==> config.mk <==
export PLATFORM = sky130hd
export DESIGN_NAME = irq_vector_ctrl
export DESIGN_NICKNAME = d
export VERILOG_FILES = /design/src/rtl/pic_pkg.sv /design/src/rtl/pic_edge_sync.sv /design/src/rtl/pic_req_bank.sv /design/src/rtl/pic_prio.sv /design/src/rtl/irq_vector_ctrl.sv
export SDC_FILE = /design/constraint.sdc
export NUM_CORES = 1
export LEC_CHECK = 0
export BUFFER_PORTS_ARGS = -buffer_cell sky130_fd_sc_hd__buf_2
export CAP_MARGIN = 20
export CORE_MARGIN = 2
export CORE_UTILIZATION = 40
export CTS_CLUSTER_DIAMETER = 150
export DETAILED_ROUTE_END_ITERATION = 16
export SYNTH_ARGS = -nofsm -noshare
export SYNTH_HDL_FRONTEND = slang
export SYNTH_SLANG_ARGS = --single-unit
export TNS_END_PERCENT = 10
==> constraint.sdc <==
create_clock -name clk -period 3.2 [get_ports clk]
set_input_delay 0.16 -clock clk [delete_from_list [all_inputs] [get_ports clk]]
set_output_delay 0.16 -clock clk [all_outputs]
set_load 0.02 [all_outputs]
==> src/rtl/pic_pkg.sv <==
// Shared constants, register addresses and the level-to-vector mapping
// of the interrupt controller. Assumes a fixed source-to-slot map.
package pic_pkg;
    localparam int NUM_EXT   = 5;
    localparam int NUM_SLOT  = 15;
    localparam int NUM_EVT   = 12;
    localparam int NUM_SEL   = 2;
    localparam int NUM_INT   = 9;           // plain internal slots 3..11
    localparam int LVL_W     = 5;
    localparam int VEC_W     = 16;
    localparam int DATA_W    = 8;
    localparam int ADDR_W    = 3;
    localparam int LVL_RESET = 1;
    localparam int LVL_FIRST = 2;
    localparam int LVL_BRK   = NUM_SLOT + LVL_FIRST;
    localparam logic [VEC_W-1:0] VEC_TOP = 16'hFFFC;

    typedef enum logic [ADDR_W-1:0] {
        RA_EN_LO = 3'd0,
        RA_EN_HI = 3'd1,
        RA_RQ_LO = 3'd2,
        RA_RQ_HI = 3'd3,
        RA_CTRL  = 3'd4
    } reg_addr_e;

    // Vector low-byte address for a priority level: two bytes per level.
    function automatic logic [VEC_W-1:0] lvl_to_vec(input logic [LVL_W-1:0] lvl);
        logic [LVL_W:0] off;
        off = {lvl - LVL_W'(1), 1'b0};
        return VEC_TOP - VEC_W'(off);
    endfunction
endpackage

==> src/rtl/pic_edge_sync.sv <==
// Synchronizes asynchronous pins with two flops and applies a per-pin
// polarity. The output is high when the pin sits in its active direction,
// so a polarity flip on a steady pin looks like a level change downstream.
module pic_edge_sync #(
    parameter int W = 5
) (
    input  logic         clk,
    input  logic         rst_n,
    input  logic [W-1:0] pin,
    input  logic [W-1:0] pol_fall,
    output logic [W-1:0] eff
);
    logic [W-1:0] s1_q, s2_q;

    // Two-stage synchronizer for metastability.
    always_ff @(posedge clk) begin
        if (!rst_n) begin
            s1_q <= '0;
            s2_q <= '0;
        end else begin
            s1_q <= pin;
            s2_q <= s1_q;
        end
    end

    // Polarity: a falling-edge pin is inverted so that its active edge rises.
    assign eff = s2_q ^ pol_fall;
endmodule

==> src/rtl/pic_req_bank.sv <==
// Request latches with rising-edge set detection per slot. A set beats a
// clear in the same cycle. Assumes the clear vector is already decoded.
module pic_req_bank #(
    parameter int N = 15
) (
    input  logic         clk,
    input  logic         rst_n,
    input  logic [N-1:0] trig,
    input  logic [N-1:0] clr,
    output logic [N-1:0] req
);
    logic [N-1:0] trig_q, set_v, req_q;

    // Remember last trigger level for edge detection.
    always_ff @(posedge clk) begin
        if (!rst_n) trig_q <= '0;
        else        trig_q <= trig;
    end

    assign set_v = trig & ~trig_q;

    // Latch update: clear first, then hardware set on top.
    always_ff @(posedge clk) begin
        if (!rst_n) req_q <= '0;
        else        req_q <= (req_q & ~clr) | set_v;
    end

    assign req = req_q;

    AST_NO_SW_SET: assert property (@(posedge clk) disable iff (!rst_n)
        1'b1 |=> ((req_q & ~$past(req_q) & ~$past(set_v)) == '0));
    AST_HW_SET_WINS: assert property (@(posedge clk) disable iff (!rst_n)
        (set_v != '0) |=> ((req_q & $past(set_v)) == $past(set_v)));
endmodule

==> src/rtl/pic_prio.sv <==
// Combinational priority resolver. The reset slot comes first, then the
// lowest pending maskable slot when not disabled, then the software break.
module pic_prio #(
    parameter int N     = 15,
    parameter int LW    = 5,
    parameter int FIRST = 2,
    parameter int BRK   = 17
) (
    input  logic [N-1:0]  pend,
    input  logic          idis,
    input  logic          brk,
    input  logic          rst_pend,
    output logic          found,
    output logic [LW-1:0] lvl
);
    // Pick the winning level; a descending scan leaves the lowest index.
    always_comb begin
        found = 1'b0;
        lvl   = '0;
        if (rst_pend) begin
            found = 1'b1;
            lvl   = LW'(1);
        end else if (!idis && (pend != '0)) begin
            found = 1'b1;
            for (int s = N - 1; s >= 0; s--) begin
                if (pend[s]) lvl = LW'(s + FIRST);
            end
        end else if (brk) begin
            found = 1'b1;
            lvl   = LW'(BRK);
        end
    end
endmodule

==> src/rtl/irq_vector_ctrl.sv <==
// Top of the prioritized vectored interrupt controller. Holds the enable
// and control registers, maps the sources onto slots, registers the
// presented vector and handles the acknowledge. Assumes the core raises
// its own disable flag when idis_set pulses.
module irq_vector_ctrl
    import pic_pkg::*;
(
    input  logic              clk,
    input  logic              rst_n,
    input  logic [NUM_EXT-1:0] ext_pin,
    input  logic [NUM_EVT-1:0] evt_in,
    input  logic              brk_req,
    input  logic              idis,
    input  logic              irq_ack,
    input  logic              bus_we,
    input  logic [ADDR_W-1:0] bus_addr,
    input  logic [DATA_W-1:0] bus_wdata,
    output logic [DATA_W-1:0] bus_rdata,
    output logic              irq,
    output logic [VEC_W-1:0]  vec_addr,
    output logic              idis_set
);
    localparam int HI_W = NUM_SLOT - DATA_W;

    logic [NUM_SLOT-1:0] en_q, req, trig, clr;
    logic [NUM_EXT-1:0]  pol_q, eff;
    logic [NUM_SEL-1:0]  sel_q;
    logic                brk_q, rst_pend_q, irq_q, idis_set_q, found, ack_hit;
    logic [LVL_W-1:0]    lvl, lvl_q;
    logic [VEC_W-1:0]    vec_q;

    assign ack_hit = irq_ack & irq_q;

    pic_edge_sync #(.W(NUM_EXT)) u_sync (
        .clk(clk), .rst_n(rst_n), .pin(ext_pin), .pol_fall(pol_q), .eff(eff)
    );

    // Source-to-slot map, including the two shared slots.
    always_comb begin
        trig     = '0;
        trig[0]  = eff[0];
        trig[1]  = eff[1];
        trig[2]  = eff[2];
        for (int k = 0; k < NUM_INT; k++) trig[3 + k] = evt_in[k];
        trig[12] = eff[3];
        trig[13] = sel_q[0] ? evt_in[9]  : eff[4];
        trig[14] = sel_q[1] ? evt_in[11] : evt_in[10];
    end

    // Clear sources: bus writes of 0 to request bits and the acknowledge.
    always_comb begin
        clr = '0;
        if (bus_we && reg_addr_e'(bus_addr) == RA_RQ_LO) clr[DATA_W-1:0] = ~bus_wdata;
        if (bus_we && reg_addr_e'(bus_addr) == RA_RQ_HI) clr[NUM_SLOT-1:DATA_W] = ~bus_wdata[HI_W-1:0];
        for (int s = 0; s < NUM_SLOT; s++) begin
            if (ack_hit && lvl_q == LVL_W'(s + LVL_FIRST)) clr[s] = 1'b1;
        end
    end

    pic_req_bank #(.N(NUM_SLOT)) u_req (
        .clk(clk), .rst_n(rst_n), .trig(trig), .clr(clr), .req(req)
    );

    pic_prio #(.N(NUM_SLOT), .LW(LVL_W), .FIRST(LVL_FIRST), .BRK(LVL_BRK)) u_prio (
        .pend(req & en_q), .idis(idis), .brk(brk_q), .rst_pend(rst_pend_q),
        .found(found), .lvl(lvl)
    );

    // Software-writable enable and control registers.
    always_ff @(posedge clk) begin
        if (!rst_n) begin
            en_q  <= '0;
            pol_q <= '0;
            sel_q <= '0;
        end else if (bus_we) begin
            case (reg_addr_e'(bus_addr))
                RA_EN_LO: en_q[DATA_W-1:0]        <= bus_wdata;
                RA_EN_HI: en_q[NUM_SLOT-1:DATA_W] <= bus_wdata[HI_W-1:0];
                RA_CTRL: begin
                    pol_q <= bus_wdata[NUM_EXT-1:0];
                    sel_q <= bus_wdata[NUM_EXT +: NUM_SEL];
                end
                default: ;
            endcase
        end
    end

    // Register read multiplexer.
    always_comb begin
        case (reg_addr_e'(bus_addr))
            RA_EN_LO: bus_rdata = en_q[DATA_W-1:0];
            RA_EN_HI: bus_rdata = {1'b0, en_q[NUM_SLOT-1:DATA_W]};
            RA_RQ_LO: bus_rdata = req[DATA_W-1:0];
            RA_RQ_HI: bus_rdata = {1'b0, req[NUM_SLOT-1:DATA_W]};
            RA_CTRL:  bus_rdata = {1'b0, sel_q, pol_q};
            default:  bus_rdata = '0;
        endcase
    end

    // Break and reset-slot pending flags; a new break beats its own clear.
    always_ff @(posedge clk) begin
        if (!rst_n) begin
            brk_q      <= 1'b0;
            rst_pend_q <= 1'b1;
        end else begin
            brk_q <= (brk_q & ~(ack_hit && lvl_q == LVL_W'(LVL_BRK))) | brk_req;
            if (ack_hit && lvl_q == LVL_W'(LVL_RESET)) rst_pend_q <= 1'b0;
        end
    end

    // Presented vector: refreshed every cycle, dropped for one cycle on ack.
    always_ff @(posedge clk) begin
        if (!rst_n) begin
            irq_q      <= 1'b0;
            lvl_q      <= '0;
            vec_q      <= '0;
            idis_set_q <= 1'b0;
        end else begin
            irq_q      <= found & ~ack_hit;
            lvl_q      <= lvl;
            vec_q      <= found ? lvl_to_vec(lvl) : '0;
            idis_set_q <= ack_hit;
        end
    end

    assign irq      = irq_q;
    assign vec_addr = vec_q;
    assign idis_set = idis_set_q;

    AST_IRQ_DROP_ON_ACK: assert property (@(posedge clk) disable iff (!rst_n)
        (irq_ack && irq) |=> !irq);
    AST_IDIS_SET_AFTER_ACK: assert property (@(posedge clk) disable iff (!rst_n)
        (irq_ack && irq) |=> idis_set);
    AST_NO_IDIS_SET_IDLE: assert property (@(posedge clk) disable iff (!rst_n)
        !(irq_ack && irq) |=> !idis_set);
    AST_BRK_UNMASKED: assert property (@(posedge clk) disable iff (!rst_n)
        (brk_q && !irq_ack) |=> irq);
    AST_MASKED_QUIET: assert property (@(posedge clk) disable iff (!rst_n)
        (idis && !brk_q && !rst_pend_q) |=> !irq);
endmodule

After elaboration in Yosys (flattened, before gate mapping)
Index checks and enable logic that the tools add are counted.
- bits of input ports: 34
- bits in writable memories: 0
- output and inout bits: 26
- bits in read-only memories: 0
- memories kept: 0
- register bits: 87
- word-level logic and storage cells: 120
- bits in latches: 0
- multipliers: 0
- mux-type cells: 41
- bitwise operators: 15
- shifts and indexed selects: 0
- add/subtract/negate cells: 2
- equality and inequality tests: 21
- $lt $le $gt $ge: 0
- div/mod/pow operators: 0
- reductions and logical operators: 27
- operators with widths (operator ; count):
    2-to-1 mux 5 bit ; 18
    bitwise AND 15 bit ; 3
    == test 5 x 4 -> 1 bit, second input constant ; 8
    case mux 8 bit (5 select lines) ; 1
    NOT 15 bit ; 2
    == test 5 x 3 -> 1 bit, second input constant ; 4
    logical AND 1 bit ; 20
    2-to-1 mux 1 bit ; 20
    bitwise OR 15 bit ; 1
    nonzero test 15 bit ; 1
    == test 5 x 2 -> 1 bit, second input constant ; 2
    == test 5 bit, second input constant ; 2
    2-to-1 mux 8 bit ; 1
    NOT 8 bit ; 1
    AND reduction 2 bit ; 4
    subtractor 3 x 7 -> 8 bit, first input constant ; 1
    2-to-1 mux 7 bit ; 1
    NOT 7 bit ; 1
    == test 3 x 2 -> 1 bit, second input constant ; 2
    == test 5 x 1 -> 1 bit, second input constant ; 1
    subtractor 5 x 1 -> 5 bit, second input constant ; 1
    XOR 5 bit ; 1
    bitwise AND 1 bit ; 3
    == test 3 x 1 -> 1 bit, second input constant ; 1
    5 further kinds ; 6

Depth between registers and ports, before layout
Gate-level depths: netlist (run 1).
- word-level depth: 20
- depth in mapped cells: 10
- mapped depth without buffers: 10

Cells and area by module
Synthesis (run 1) repeated with hierarchy kept, for this count alone.
- cells, all modules: 400
- area, all modules: 3674.8 µm²
- by module, submodules not included (module ; instances ; sequential area each (µm²) ; area an instance (µm²) ; cells each):
    irq_vector_ctrl ; 1 ; 760.7 ; 2123.3 ; 243
    pic_req_bank ; 1 ; 600.6 ; 1009.7 ; 93
    pic_edge_sync ; 1 ; 200.2 ; 306.5 ; 25
    pic_prio ; 1 ; 0.0 ; 235.2 ; 39

Worst setup path before layout (run 1)
No wires, ideal clock.
- path type: reg-to-reg
- start: register u_req.req_q[9] (netlist: u_req.req[9])
- end: register vec_q[4] (netlist: vec_addr[4])
- path slack: 0.828 ns
- period minus slack after synthesis: 2.372 ns
- stages on the path, launching flop included: 11
- setup time: 0.123 ns
- arrival time: 2.248 ns
- cell sequence: dfxtp_1 > a22oi_2 > nand4_1 > a211oi_2 > nor3_1 > a31oi_1 > inv_1 > ha_1 > o311ai_0 > o221ai_2 > mux2_1
- cells in the longest elaborated chain, start to end: 15
- elaborated cells between the ends (all ways): 20
- those cells by class: 2 x add/sub; 14 x mux; 1 x bitwise; 3 x reduce/logical
- ends and longest elaborated chain (element ; line ; RTL):
    from (decl) ; pic_req_bank.sv:12 ; logic [N-1:0] trig_q, set_v, req_q;
    from (signal assigned) ; pic_req_bank.sv:25 ; else req_q <= (req_q & ~clr) | set_v;
    bitwise AND 15 bit (*) ; irq_vector_ctrl.sv:65 ; .pend(req & en_q), .idis(idis), .brk(brk_q), .rst_pend(rst_pend_q),
    2-to-1 mux 5 bit (10 in a row) ; pic_prio.sv:26 ; if (pend[s]) lvl = LW'(s + FIRST);
    2-to-1 mux 5 bit ; pic_prio.sv:23 ; end else if (!idis && (pend != '0)) begin
    2-to-1 mux 5 bit ; pic_prio.sv:20 ; if (rst_pend) begin
    subtractor 5 x 1 -> 5 bit ; pic_pkg.sv:29 ; off = {lvl - LVL_W'(1), 1'b0};
    subtractor 3 x 7 -> 8 bit ; pic_pkg.sv:30 ; return VEC_TOP - VEC_W'(off);
    to (signal assigned) ; irq_vector_ctrl.sv:121 ; vec_q <= found ? lvl_to_vec(lvl) : '0;
    to (decl) ; irq_vector_ctrl.sv:30 ; logic [VEC_W-1:0] vec_q;
Every way passes the cells marked *; elsewhere a longest branch is shown, timed or not.
A chain may end at the register's enable or synchronous reset.

Worst setup path in the final report (run 1)
- start: register u_req.req_q[5] (netlist: u_req.req[5])
- end: register vec_q[4] (netlist: vec_addr[4])
- cells in the longest elaborated chain, start to end: 11
- elaborated cells between the ends (all ways): 16
- those cells by class: 2 x add/sub; 10 x mux; 1 x bitwise; 3 x reduce/logical
- ends and longest elaborated chain (element ; line):
    bitwise AND 15 bit (*) ; irq_vector_ctrl.sv:65
    2-to-1 mux 5 bit (6 in a row) ; pic_prio.sv:26
    2-to-1 mux 5 bit ; pic_prio.sv:23
    2-to-1 mux 5 bit ; pic_prio.sv:20
    subtractor 5 x 1 -> 5 bit ; pic_pkg.sv:29
    subtractor 3 x 7 -> 8 bit ; pic_pkg.sv:30
Marked as above.

==> flow_metrics.py, run 1 <==
metrics = {
    "placement": {
        "port_buffers": 58,
        "gp_congestion": 0.8874,
        "place.detailed.hpwl_um": 6543,
        "place_area_um2": 3749,
    },
    "setup_path": {
        "critical_path.max_fanout": 5,
        "start_kind": "flop",
        "cp-end-kind": "flop",
        "cp_cell_sequence": "a22o_1 > nand3b_1 > a211oi_2 > nor3_1 > a21boi_1 > inv_1 > ha_1 > o311ai_0 > o221ai_2 > mux2_1",
        "critPathRequiredTime_ns": 3.44,
        "r2r-start": "u_req.req[5]$_SDFF_PN0_",
        "crit_slowest_cell": "dfxtp_1",
        "cpPeakStageDelay_ns": 0.41,
        "rrSetupSlack_ns": 0.50,
        "r2r_cells": 10,
        "critPathKind": "reg -> reg",
        "arrival_ns": 2.94,
        "reg2reg_to": "vec_addr[4]$_SDFF_PN0_",
    },
    "grt": {
        "grt_overflow": 0,
        "grt_max_degree": 54,
        "grt_pass1_wl_um": 14170,
        "antenna_found_initial": 0,
        "grtUsageTotal_pct": 18.85,
        "grt_pass1_vias": 2820,
    },
    "clock_tree": {
        "path_clk_slew_ns": 0.08,
        "cts_buffer_depth": 2,
        "cts_tree": "done",
        "cts.sinks": 78,
        "htree_levels": 3,
        "numCtsBuffers": 9,
        "clock-root-buffer": "clkbuf_8",
        "clk-insertion-delay-late_ns": 0.35,
        "cts_resized": 0,
    },
    "die": {
        "die_h_um": 96.83,
        "die_area_um2": 9376,
        "core_um2": 8299,
        "ios": 60,
        "dieWidth_um": 96.83,
        "rows": 33,
        "initial_core_util_pct": 41.53,
    },
    "finish": {
        "fin_nets": 468,
        "fillers": 827,
        "num_antenna_cells": 0,
        "fin_util_pct": 48.30,
        "stdcell_area_um2": 4009,
        "area_growth_pct": 16.30,
        "drive_above_1_share_pct": 20.09,
    },
    "synthesis": {
        "synth-edff-count": 0,
        "yosysSeqAreaShare_pct": 45.30,
        "avgSynthCellArea_um2": 9.000,
        "ys_ff_latch": 78,
        "synthArstFlopShare_pct": 0,
        "synth_ff_type": "dfxtp_1",
        "synth_fp_nets": 418,
        "synthCells": 383,
        "netlist_area_um2": 3447,
        "synth_cell_types": 45,
        "yosysWarnings": 0,
    },
    "hold_path": {
        "hold_path_class": "in -> reg",
        "hp-start": "evt_in[5]",
        "whs_path_depth": 3,
        "holdPathEnd": "u_req.trig_q[8]$_SDFF_PN0_",
    },
    "timing": {
        "slew_headroom_pct": 42.06,
        "period_share_pct": 84.44,
        "finClkSkew_ns": 0.009742,
        "hold_violations": 0,
        "fmax_ghz": 0.3701,
        "fin_tns_setup_ns": 0,
        "timing.final.crit_period_ns": 2.702,
        "worst_pin_slew_ns": 0.8692,
        "finalSetupViolCount": 0,
        "maxSlewViolCount": 0,
        "rsz0062_at_grt": "no",
    },
    "detailed_routing": {
        "drt_iter0_drc": 198,
        "wl_um": 8761,
        "drc": 0,
        "routedWlPerCell_um": 16.13,
        "dr.pass1.iters": 5,
        "vias_per_cell": 5.534,
        "ant_nets": 0,
        "dr_total_vias": 3005,
    },
    "power_and_ir_drop": {
        "cellPowerDensity_nw_per_um2": 510.9,
        "vdd_drop_max_v": 0.0002128,
        "p_leak_nw": 1.669,
    },
    "run_status": {
        "status": "completed",
    },
    "flow_run": {
        "drv_cap": 0,
    },
}
## worst max-delay path: cells and delay by family (launching register included)
family	cells	cell delay, ns
DFF	1	0.41
AOI/OAI and AO/OA	5	0.96
adders and majority gates	1	0.31
and+or+nand+nor	2	0.51
buffers and inverters	1	0.08
muxes	1	0.32
## synth_stat cells, types with 2 or more instances
cell type	count	area [um2]
a21boi_0	8	60.06
a21oi_1	4	20.02
a22o_1	3	26.28
a22oi_1	17	127.6
a22oi_2	2	25.02
a31oi_1	3	18.77
a32o_1	2	20.02
and2_1	14	87.58
and3_1	5	31.28
buf_1	2	7.510
buf_4	9	67.56
clkbuf_1	14	52.55
dfxtp_1	78	1562
inv_1	21	78.83
mux2_1	2	22.52
mux2_2	7	78.83
mux2i_1	16	160.2
nand2_1	52	195.2
nand2b_1	4	25.02
nand3_1	7	35.03
nand3b_1	4	30.03
nand4_1	3	18.77
nor2_1	18	67.56
nor2b_1	21	131.4
nor3_1	5	25.02
o211ai_1	9	67.56
o21ai_0	3	15.01
o21ai_1	3	15.01
o22ai_1	26	162.7
o2bb2ai_1	2	17.52
xor2_1	5	43.79
## state kept, by name, summed over array words and instances, names as in the netlist
register and cells:
u_req.trig_q 15, en_q 15, brk_q 1, pol_q 5, idis_set 1, rst_pend_q 1
lvl_q 5, vec_addr 7, u_req.req 15, irq 1, u_sync.s2_q 5, u_sync.s1_q 5
sel_q 2
## cell usage in the layout, fill, tap and decap left out, types with 2 or more instances in the layout
master and instances:
o21ai_1 3, xor2_1 5, dfxtp_1 78, nand2_1 52, mux2_2 7, clkinv_4 2, mux2_1 2, nor2b_1 21
nand3b_1 4, nor3_1 5, a31oi_1 3, o22ai_1 26, buf_2 58, nor2_1 18, o2bb2ai_1 2, a21boi_0 8
nand4_1 3, clkbuf_8 11, a21oi_1 4, dlygate4sd3_1 5, inv_1 21, a22oi_2 2, nand2b_1 4, a32o_1 2
a22o_1 3, o21ai_0 3, nand3_1 7, mux2i_1 16, and3_1 5, a22oi_1 17, o211ai_1 9, and2_1 14
## metrics by stage
| step | instances | setup WS [ns] | power, mW | hold slack, ns |
|---|---|---|---|---|
| floorplan | 383 | 0.8284 | 1.226 | 0.2559 |
| CTS | 543 | 0.5097 | 2.072 | 0.001372 |
| global route | 543 | 0.2780 | 2.134 | 0.02162 |
| detailed placement | 522 | 0.5389 | 1.302 | 0.3691 |
| finish | 543 | 0.4981 | 2.048 | 0.01044 |
| global placement | 522 | 0.6198 | 1.300 | 0.3635 |
## metal layers
metal	part of all wire, %	GRT usage [%]	up-vias
met4	1.9	5.959	0
met2	47	31.46	107
met3	5.1	3.974	20
met1	46	24.37	1435
li1	-	-	1443
met5	0	0	-
## power breakdown
part | switching (mW) | leakage (nW) | internal [mW]
clock | 0.357 | 0.103 | 0.406
sequential | 0.0436 | 0.642 | 1.02
combinational | 0.129 | 0.924 | 0.0922
## worst max path at each step
stage,slack [ns],to,start,cells past startpoint
final,0.50,vec_addr[4]$_SDFF_PN0_,u_req.req[5]$_SDFF_PN0_,10
after global routing,0.28,vec_addr[4]$_SDFF_PN0_,u_req.req[0]$_SDFF_PN0_,10
after CTS,0.51,vec_addr[4]$_SDFF_PN0_,u_req.req[5]$_SDFF_PN0_,10
after detailed placement,0.54,vec_addr[4]$_SDFF_PN0_,u_req.req[5]$_SDFF_PN0_,10
after global placement,0.62,vec_addr[4]$_SDFF_PN0_,u_req.req[4]$_SDFF_PN0_,10
after floorplan,0.83,vec_addr[4]$_SDFF_PN0_,u_req.req[9]$_SDFF_PN0_,10
## logic make-up (layout without fill, tap and decap cells)
| group | after synthesis | count (layout) | share of synthesized area, % |
|---|---|---|---|
| buffers and inverters | 46 | 101 | 5.989 |
| DFF | 78 | 78 | 45.30 |
| other | 1 | 1 | 0.1088 |
| muxes | 25 | 25 | 7.586 |
| xor gates and xnor gates | 6 | 6 | 1.524 |
| adders and majority gates | 1 | 1 | 0.3629 |
| AOI/OAI and AO/OA | 92 | 92 | 20.18 |
| and+or+nand+nor | 134 | 134 | 18.95 |
## final cells by class
cell class                      instances  area [um2]  share of cell area (%)
Tap cell                              105       131.4                   3.277
Sequential cell                        78        1562                   38.95
Clock buffer                           12       155.1                   3.870
Inverter                               21       78.83                   1.966
Multi-Input combinational cell        259        1679                   41.89
Timing Repair Buffer                   64       347.8                   8.677
Clock inverter                          4       55.05                   1.373
## repair_timing
item / CTS / global route
hold buffers: 5 / 0
endpoints found under the hold margin: 5 / 0
setup buffers: 0 / 0
(Power assumes the default switching activity.)
==> run 2, diff against run 1 <==
--- a/config.mk
+++ b/config.mk
@@ -5,6 +5,7 @@
 export SDC_FILE = /design/constraint.sdc
 export NUM_CORES = 1
 export LEC_CHECK = 0
+export ABC_AREA = 1
 export BUFFER_PORTS_ARGS = -buffer_cell sky130_fd_sc_hd__buf_2
 export CAP_MARGIN = 20
 export CORE_MARGIN = 2
==> constraint.sdc (replaced) <==
create_clock -name clk -period 2.2 [get_ports clk]
set_input_delay 0.11 -clock clk [delete_from_list [all_inputs] [get_ports clk]]
set_output_delay 0.11 -clock clk [all_outputs]
set_load 0.02 [all_outputs]
==> run 2 against run 1 <==
The flow now finishes with violations (negative setup slack); global-route usage is 3.5 points higher; first-iteration DRC count rose by 52%; area after synthesis down 1.3%; clock power rose by 36%; sequential cell count unchanged; via count increased by 16%; largest power group unchanged.
==> flow_metrics.py, run 2 <==
metrics = {
    "setup_path": {
        "rrSetupSlack_ns": -0.14,
        "critical_path.max_fanout": 3,
        "start_kind": "flop",
        "cpPeakStageDelay_ns": 0.34,
        "cp-end-kind": "flop",
        "cp_cell_sequence": "nand2_2 > nand2_2 > nor2_4 > nand2_2 > nor2_2 > nand3_2 > nand2_2 > inv_2 > or2_1 > or2_4 > nand2_4 > ha_4 > nand2_2 > inv_2 > nand2_2 > xor2_2 > nand4_1 > a21oi_1",
        "crit_path_frequent_cell": "nand2_2",
        "reg2reg_to": "vec_addr[5]$_SDFF_PN0_",
        "r2r-start": "u_req.req[7]$_SDFF_PN0_",
        "r2r_cells": 18,
        "arrival_ns": 2.62,
        "crit_slowest_cell": "dfxtp_2",
        "critPathRequiredTime_ns": 2.48,
        "critPathKind": "reg -> reg",
    },
    "detailed_routing": {
        "wl_um": 9902,
        "dr_total_vias": 3486,
        "drc": 0,
        "drt_iter0_drc": 301,
        "vias_per_cell": 5.134,
        "ant_nets": 0,
        "routedWlPerCell_um": 14.58,
        "dr.pass1.iters": 5,
    },
    "grt": {
        "antenna_found_initial": 0,
        "grt_max_degree": 30,
        "grtUsageTotal_pct": 22.32,
        "grtUsageMet1_pct": 30.41,
        "grt_pass1_vias": 3138,
        "grt_overflow": 0,
        "grt_pass1_wl_um": 15410,
        "grtUsageMet2_pct": 35.94,
        "busiest_layer": "met2",
        "use_met3_pct": 4.385,
    },
    "finish": {
        "num_antenna_cells": 0,
        "final_common_cell": "nand2_1",
        "area_growth_pct": 30.91,
        "fin_util_pct": 54.18,
        "seq_area_um2": 1569,
        "drive_above_1_share_pct": 27.87,
        "fin_nets": 604,
        "fillers": 803,
        "instances_no_fill": 679,
        "final_cell_mix": "95 x nand2_1, 72 x dfxtp_1, 70 x inv_1, 58 x buf_2, 48 x buf_4",
        "multi_input_comb_area_um2": 1506,
    },
    "timing": {
        "timing.final.crit_period_ns": 2.340,
        "fin_tns_setup_ns": -0.2647,
        "hold_violations": 0,
        "setup_slack_ns": -0.1404,
        "rsz0062_at_grt": "yes",
        "worst_pin_slew_ns": 0.6002,
        "fmax_ghz": 0.4273,
        "period_share_pct": 106.4,
        "finClkSkew_ns": 0.01152,
        "maxSlewViolCount": 0,
        "finalSetupViolCount": 2,
        "hold_ws_ns": 0.02355,
        "slew_headroom_pct": 59.87,
    },
    "die": {
        "initial_core_util_pct": 41.39,
        "core_um2": 8217,
        "die_area_um2": 9255,
        "die_h_um": 96.21,
        "dieWidth_um": 96.21,
        "rows": 33,
        "ios": 60,
    },
    "placement": {
        "dp_cells": 636,
        "gp_congestion": 0.9164,
        "port_buffers": 58,
        "place.detailed.hpwl_um": 7058,
    },
    "power_and_ir_drop": {
        "power_frac_clock_pct": 34.3,
        "total_power_mw": 3.022,
        "p_leak_nw": 2.152,
        "switchingPower_mw": 0.8323,
        "cellPowerDensity_nw_per_um2": 678.7,
        "cellInternalPower_mw": 2.189,
        "p_sw_share_pct": 27.55,
        "combinationalPowerShare_pct": 14.9,
        "vdd_drop_max_v": 0.0004955,
        "seqPwrFrac_pct": 50.8,
    },
    "clock_tree": {
        "cts_buffer_depth": 2,
        "numCtsBuffers": 9,
        "cts.sinks": 78,
        "cts_tree": "done",
        "clock-root-buffer": "clkbuf_8",
        "htree_levels": 3,
        "path_clk_slew_ns": 0.09,
        "clk-insertion-delay-late_ns": 0.34,
    },
    "synthesis": {
        "synthCells": 462,
        "yosysMostFrequentCell": "nand2_1",
        "avgSynthCellArea_um2": 7.361,
        "ys_ff_latch": 78,
        "synth.area.top_cells": "dfxtp_1 46%, nand2_1 11%, inv_1 7.8%",
        "yosysSeqAreaShare_pct": 45.92,
        "synth_ff_type": "dfxtp_1",
        "yosysWarnings": 0,
        "synth_top_area_share_pct": 45.92,
        "synth-edff-count": 0,
        "synth_fp_nets": 497,
        "yosysTopAreaCell": "dfxtp_1",
        "synthArstFlopShare_pct": 0,
        "synth_cell_types": 33,
        "synth_common_cells": "103 x nand2_1, 78 x dfxtp_1, 71 x inv_1",
        "netlist_area_um2": 3401,
    },
    "hold_path": {
        "whs_path_depth": 3,
        "hp-start": "evt_in[6]",
        "hold_path_class": "in -> reg",
        "holdPathEnd": "u_req.trig_q[9]$_SDFF_PN0_",
    },
    "run_status": {
        "violations": "negative setup slack",
        "status": "complete, but fails checks",
    },
    "flow_run": {
        "drv_cap": 0,
    },
}
-- run 2: cell count changes after synthesis, moves of 15 or more --
cell,delta
nand2_1,+51
inv_1,+50
o21ai_0,+31
a21oi_1,+26
nor2b_1,-21
a22oi_1,-17
o22ai_1,-17
mux2i_1,-16
nand3_1,+15
-- run 2: repair_timing --
action,CTS,global route
setup buffers,13,1
hold buffers,13,0
resized for setup,15,4
pin swaps,17,5
hold endpoints to repair,13,0
endpoints found under the setup margin,2,2
-- run 2: worst max path at each step --
stage,start,endpoint,slack [ns],cells past startpoint
3_3_place_gp,u_req.req[9]$_SDFF_PN0_,vec_addr[5]$_SDFF_PN0_,-0.06,18
5_1_grt,u_req.req[7]$_SDFF_PN0_,vec_addr[5]$_SDFF_PN0_,-0.32,19
3_5_place_dp,u_req.req[10]$_SDFF_PN0_,vec_addr[5]$_SDFF_PN0_,-0.15,18
4_1_cts,u_req.req[9]$_SDFF_PN0_,vec_addr[5]$_SDFF_PN0_,-0.09,18
2_1_floorplan,u_req.req[7]$_SDFF_PN0_,vec_addr[5]$_SDFF_PN0_,0.01,18
6_report,u_req.req[7]$_SDFF_PN0_,vec_addr[5]$_SDFF_PN0_,-0.14,18
-- run 2: cell families (layout without fill, tap and decap cells) --
kind of cell	after synthesis	count (layout)	synth area share, %
adders and majority gates	1	1	0.3679
buffers and inverters	95	207	11.48
AOI/OAI and AO/OA	99	99	17.66
xor gates and xnor gates	1	1	0.2576
other	1	1	0.1103
DFF	78	78	45.92
and+or+nand+nor	187	187	24.21
-- run 2: final cells by class --
class	instances	area share, %
sequential	78	35.24
multi-input combinational	289	33.84
timing repair buffer	119	17.54
inverter	72	6.071
clock buffer	12	3.710
tap	105	2.951
clock inverter	4	0.6464
-- run 2: power by group through the flow --
stage                     sequential, mW  combinational, mW  clock [mW]
after floorplan                     1.57              0.222           0
after global placement              1.56              0.397           0
after detailed placement            1.56              0.398           0
after CTS                           1.53              0.436        1.06
after global routing                1.54              0.496        1.13
final                               1.53              0.452        1.04
-- run 2: metrics by stage --
stage	instance area, um2	setup WS (ns)
after floorplan	3413	0.01084
after global placement	3970	-0.06250
after global routing	4452	-0.3189
after CTS	4427	-0.09019
final	4452	-0.1404
after detailed placement	3970	-0.1490
-- run 2: worst max-delay path: cells and delay by family, from the launching register on --
| kind | cells | cell delay, ns |
|---|---|---|
| adder cells (fa/ha/maj) | 1 | 0.13 |
| AND/OR/NAND/NOR | 13 | 1.40 |
| buffers and inverters | 2 | 0.12 |
| flip-flops | 1 | 0.34 |
| XOR/XNOR | 1 | 0.15 |
| AO/OA/AOI/OAI | 1 | 0.12 |
-- run 2: routing by layer --
layer	vias up	wire, um
li1	1719	-
met1	1596	4559
met2	157	4415
met3	14	765
met4	0	161
met5	-	0
